`config.mk`:
```
export PLATFORM = sky130hd
export DESIGN_NAME = miss_tracker
export DESIGN_NICKNAME = d
export VERILOG_FILES = /design/src/rtl/miss_tracker.sv
export SDC_FILE = /design/constraint.sdc
export NUM_CORES = 1
export LEC_CHECK = 0
export CORE_MARGIN = 3
export CORE_UTILIZATION = 45
export CTS_CLUSTER_DIAMETER = 50
export DETAILED_ROUTE_END_ITERATION = 6
export GPL_ROUTABILITY_DRIVEN = 0
export PLACE_DENSITY = 0.67
export SYNTH_ARGS = -nofsm -noshare
export SYNTH_HDL_FRONTEND = slang
export SYNTH_SLANG_ARGS = --single-unit
```
`constraint.sdc`:
```
create_clock -name clk -period 14.5 [get_ports clk]
set_input_delay 2.9 -clock clk [delete_from_list [all_inputs] [get_ports clk]]
set_output_delay 2.9 -clock clk [all_outputs]
set_load 0.1 [all_outputs]
```
`src/rtl/miss_tracker.sv`:
```
module miss_tracker #(
  parameter int ADDR_W  = 16,
  parameter int DATA_W  = 32,
  parameter int ENTRIES = 4,
  parameter int NODE_W  = 2
) (
  input  logic              clk,
  input  logic              rst_n,
  input  logic              cache_req_valid,
  output logic              cache_req_ready,
  input  logic              cache_req_wb,
  input  logic [ADDR_W-1:0] cache_req_addr,
  input  logic [DATA_W-1:0] cache_req_data,
  output logic              cache_rsp_valid,
  output logic              cache_rsp_wb,
  output logic [ADDR_W-1:0] cache_rsp_addr,
  output logic [DATA_W-1:0] cache_rsp_data,
  output logic              net_req_valid,
  input  logic              net_req_ready,
  output logic              net_req_wb,
  output logic [NODE_W-1:0] net_req_dest,
  output logic [ADDR_W-1:0] net_req_addr,
  output logic [DATA_W-1:0] net_req_data,
  input  logic              net_rsp_valid,
  output logic              net_rsp_ready,
  input  logic              net_rsp_wb,
  input  logic [ADDR_W-1:0] net_rsp_addr,
  input  logic [DATA_W-1:0] net_rsp_data,
  output logic              unmatched_err
);
  localparam int IDX_W = (ENTRIES > 1) ? $clog2(ENTRIES) : 1;

  logic [ENTRIES-1:0] vld_q, wb_q, sent_q;
  logic [ADDR_W-1:0]  addr_q [ENTRIES];
  logic [DATA_W-1:0]  data_q [ENTRIES];
  logic               hold_q;
  logic [IDX_W-1:0]   hold_idx_q;

  logic [ENTRIES-1:0] hit_vec, live, match_vec;
  logic [IDX_W-1:0]   free_idx, pend_idx, hit_idx, sel_idx;
  logic               has_free, has_pend, any_match, merge_ok, accept, alloc, send;

  always_comb begin
    free_idx = '0; pend_idx = '0; hit_idx = '0;
    has_free = 1'b0; has_pend = 1'b0;
    for (int i = ENTRIES - 1; i >= 0; i--) begin
      hit_vec[i]   = net_rsp_valid && vld_q[i] && sent_q[i] &&
                     addr_q[i] == net_rsp_addr && wb_q[i] == net_rsp_wb;
      live[i]      = vld_q[i] && !hit_vec[i];
      match_vec[i] = live[i] && addr_q[i] == cache_req_addr;
      if (!live[i]) begin free_idx = IDX_W'(i); has_free = 1'b1; end
      if (vld_q[i] && !sent_q[i]) begin pend_idx = IDX_W'(i); has_pend = 1'b1; end
      if (hit_vec[i]) hit_idx = IDX_W'(i);
    end
  end

  assign any_match       = |match_vec;
  assign merge_ok        = !cache_req_wb && ((match_vec & wb_q) == '0);
  assign cache_req_ready = any_match ? merge_ok : has_free;
  assign accept          = cache_req_valid && cache_req_ready;
  assign alloc           = accept && !any_match;

  assign sel_idx       = hold_q ? hold_idx_q : pend_idx;
  assign net_req_valid = hold_q || has_pend;
  assign net_req_wb    = wb_q[sel_idx];
  assign net_req_addr  = addr_q[sel_idx];
  assign net_req_dest  = addr_q[sel_idx][NODE_W-1:0];
  assign net_req_data  = data_q[sel_idx];
  assign send          = net_req_valid && net_req_ready;

  assign net_rsp_ready   = 1'b1;
  assign cache_rsp_valid = |hit_vec;
  assign cache_rsp_wb    = net_rsp_wb;
  assign cache_rsp_addr  = net_rsp_addr;
  assign cache_rsp_data  = net_rsp_wb ? data_q[hit_idx] : net_rsp_data;
  assign unmatched_err   = net_rsp_valid && !(|hit_vec);

  always_ff @(posedge clk) begin
    if (!rst_n) begin
      vld_q      <= '0;
      sent_q     <= '0;
      wb_q       <= '0;
      hold_q     <= 1'b0;
      hold_idx_q <= '0;
    end else begin
      for (int i = 0; i < ENTRIES; i++)
        if (hit_vec[i]) vld_q[i] <= 1'b0;
      if (send) sent_q[sel_idx] <= 1'b1;
      if (alloc) begin
        vld_q[free_idx]  <= 1'b1;
        sent_q[free_idx] <= 1'b0;
        wb_q[free_idx]   <= cache_req_wb;
      end
      hold_q     <= net_req_valid && !net_req_ready;
      hold_idx_q <= sel_idx;
    end
  end

  always_ff @(posedge clk) begin
    if (alloc) begin
      addr_q[free_idx] <= cache_req_addr;
      data_q[free_idx] <= cache_req_data;
    end
  end


  req_hold_chk: assert property (@(posedge clk) disable iff (!rst_n)
    net_req_valid && !net_req_ready |=> net_req_valid && $stable(net_req_addr) &&
      $stable(net_req_wb) && $stable(net_req_data));


  alloc_send_chk: assert property (@(posedge clk) disable iff (!rst_n)
    alloc |=> net_req_valid);


  merge_quiet_chk: assert property (@(posedge clk) disable iff (!rst_n)
    accept && any_match && !net_req_valid |=> !net_req_valid);


  reply_excl_chk: assert property (@(posedge clk) disable iff (!rst_n)
    net_rsp_valid |-> (cache_rsp_valid ^ unmatched_err));
endmodule

```
==> metrics.txt <==
fmax=roughly 93 MHz; clock root cell=clkbuf_16; Diodes inserted=0; setup ws final=around 3.8 ns; initial antenna violation count=1; register area share after synthesis=a little over half; P&R area growth vs syn=26.6%; I/O pin count=roughly 210; Detail Route Antenna Nets=0; htree depth=1; layout cell share with drive strength beyond 1=9.18%; Post-CTS Hold Fix Bufs=0; Async SR Flop Fraction=0%; CTS max path bufs=3; crit path kind=in2out; vias per cell=about 5.7; HP Class=reg2reg; Design Power=between 0.0015 and 0.002 W; Synth area leaders=edfxtp_1 (51%), xnor2_1 (6.4%), mux2i_1 (5.8%); Period minus WS final=~11 ns; Total GRT Usage=23.3%; Synth Register Bits=207; setup tns final=0 ns; die width=about 160 µm; Leak=5.24 nW; Critical Path Sink Type=output port; Core ar.=between 0.02 and 0.025 mm²; mapped cell area=approximately 0.011 mm²; Final period util=between 70 and 80%; simple-gate portion of the synthesized area=12.9%; die area=about 0.027 mm²; Relative slew margins=between 20% and 30%; Congestion Overflow GR=0; # fillers=about 2000; Compound-Gate Fraction of Synth Area=roughly 12%; number of synthesized flops with an enable pin=around 190; actual slew at the worst max-slew pin=1.11 ns; max-slew violation count=0; Setup crit start kind=input pin; main combinational cell family by area after synthesis=simple AND/OR/NAND/NOR gates; Die H=~160 µm; Worst-path clk slew=0.06 ns; port bufs=206; CP Data Arrival Time=7.80 ns; Synth Area in Adders=0%; WL per Instance=about 22 µm; CP max FO=a little over 60; Synth top area share=between 50 and 60%; Final nets=1226; Synth Area per Inst=approximately 12 µm²; syn_nets=~1100; first-pass GRT wire length=48.2 mm; Initial Util=roughly 46%; Post-route DRC=0; Peak VDD IR=about 0.00009 V; vias in the first global route=8439; endpoints failing setup=0; fin area=~0.014 mm²; Register Area=0.00607 mm²; # clock sinks=between 200 and 250; post-synth top area cell=edfxtp_1; pre-CTS setup slack=~3.8 ns; drt initial violations=702; final hold violation count=0; Rows=57; Detailed Place HPWL=21.4 mm; worst skew pair latency=around 0.55 ns; Required @ worst endpoint=11.60 ns; clock skew=0.0128 ns; post-synthesis mux area share=under 10%; Post-CTS Setup Bufs=0; final WL=roughly 32 mm; outcome=finished, final reports clean; post-cts resize count=0; TritonRoute pass-1 iters=5; Placed Area=roughly 0.013 mm²; Primary FF master, synth=edfxtp_1; largest net degree at the start of global routing=86; CTS buffer count=28; detailed-route via count=roughly 8400; post-synthesis xor/xnor area fraction=10.3%; cells after synthesis=a little under 1000; power per cell area=121 mW/mm²; synthesis warning total=0; RSZ-0062 raised after global routing=false; Max Cap Viol=0; post-synth cell types=52; TritonCTS clock tree=built; multi-input logic area=0.00471 mm²
## layout make-up
class / count / share of cell area (%)
clock buffers: 35 / 5.24
clock inverters: 16 / 1.06
inverters: 8 / 0.210
multi-input cells: 658 / 33.0
flip-flops and latches: 207 / 42.5
well taps: 324 / 2.84
repair buffers: 220 / 15.2
## worst paths after layout
path | startpoint | slack, ns | cells past startpoint | end
setup reg to reg | addr_q[3][14]$_DFFE_PP_ | 10.69 | 8 | data_q[2][31]$_DFFE_PP_
hold / removal | wb_q[2]$_SDFFE_PN0P_ | 0.53 | 2 | wb_q[2]$_SDFFE_PN0P_
hold reg to reg | wb_q[2]$_SDFFE_PN0P_ | 0.53 | 2 | wb_q[2]$_SDFFE_PN0P_
setup / recovery | net_rsp_addr[13] | 3.80 | 9 | cache_rsp_data[6]
## cells by family after synthesis
kind of cell    Yosys count
flops                   207
xor+xnor                132
other cells               1
simple gates            296
mux                      65
compound gates          164
buf+inv                  97
## state kept, by name (all words and copies together), names as in the netlist
register,flops
sent_q,4
vld_q,4
addr_q,64
hold_q,1
wb_q,4
data_q,128
hold_idx_q,2
## per-stage QoR
| stage | util, % | instances | hold WS [ns] |
|---|---|---|---|
| floorplan | - | 962 | 0.475 |
| global placement | 54.7 | 1417 | 0.524 |
| detailed placement | 54.7 | 1417 | 0.527 |
| CTS | 58.3 | 1468 | 0.535 |
| global route | 58.3 | 1468 | 0.589 |
| finish | 58.3 | 1468 | 0.532 |
## cells in the mapped netlist, types with 5 or more instances
| cell | number |
|---|---|
| and2_1 | 54 |
| nor2_1 | 49 |
| dfxtp_1 | 15 |
| a31oi_1 | 49 |
| xnor2_1 | 82 |
| buf_4 | 20 |
| a211oi_1 | 50 |
| a21oi_1 | 8 |
| inv_1 | 8 |
| nand4_1 | 25 |
| nand3_1 | 12 |
| a221oi_2 | 31 |
| and3_1 | 7 |
| clkbuf_1 | 51 |
| buf_2 | 5 |
| mux2i_1 | 65 |
| edfxtp_1 | 192 |
| nand2_1 | 106 |
| nor4_1 | 24 |
| xor2_1 | 50 |
| buf_1 | 6 |
## cells in the final DEF, fill, tap and decap left out, drive strengths merged, types with 2 or more instances in the layout
master,synthesis,routed
clkinv,0,10
nor3,4,4
o21bai,2,2
nor2b,2,2
nand3,12,12
nand2,106,106
buf,38,15
or2,2,2
a221oi,31,31
edfxtp,192,192
a211oi,51,51
dfxtp,15,15
or4,2,2
o21a,3,3
o21ai,4,4
mux2i,65,65
and2,54,54
nor2,49,49
a22oi,2,2
nor3b,3,3
nand4,25,25
a31oi,49,49
xor2,50,50
and3,7,7
clkbuf,51,35
nand2b,2,2
nor4,24,24
inv,8,12
xnor2,82,82
clkdlybuf4s50,0,205
a21oi,8,8
o211a,3,3
## where the power goes
group          leakage (nW)  total [W]  switching (W)  internal, W
sequential             1.89   0.000684      0.0000119     0.000672
combinational          2.92   0.000395       0.000290     0.000105
clock                 0.441   0.000648       0.000261     0.000387
## routing by layer
| layer | track usage, % | up-vias | part of all wire [%] |
|---|---|---|---|
| li1 | - | 3906 | - |
| met1 | 30.5 | 4104 | 41 |
| met2 | 38.3 | 327 | 48 |
| met3 | 6.25 | 62 | 8.5 |
| met4 | 6.57 | 2 | 2.5 |
| met5 | 0 | - | 0.028 |
## worst max-delay path, stage by stage
cell and delay, ns:
clkdlybuf4s50_1 0.57, xor2_1 0.26, or4_1 0.54, or4_1 0.69, o21ai_4 0.13, buf_4 0.77
mux2i_1 0.23, a221oi_2 0.36, clkdlybuf4s50_1 1.19
(Power assumes the default switching activity.)
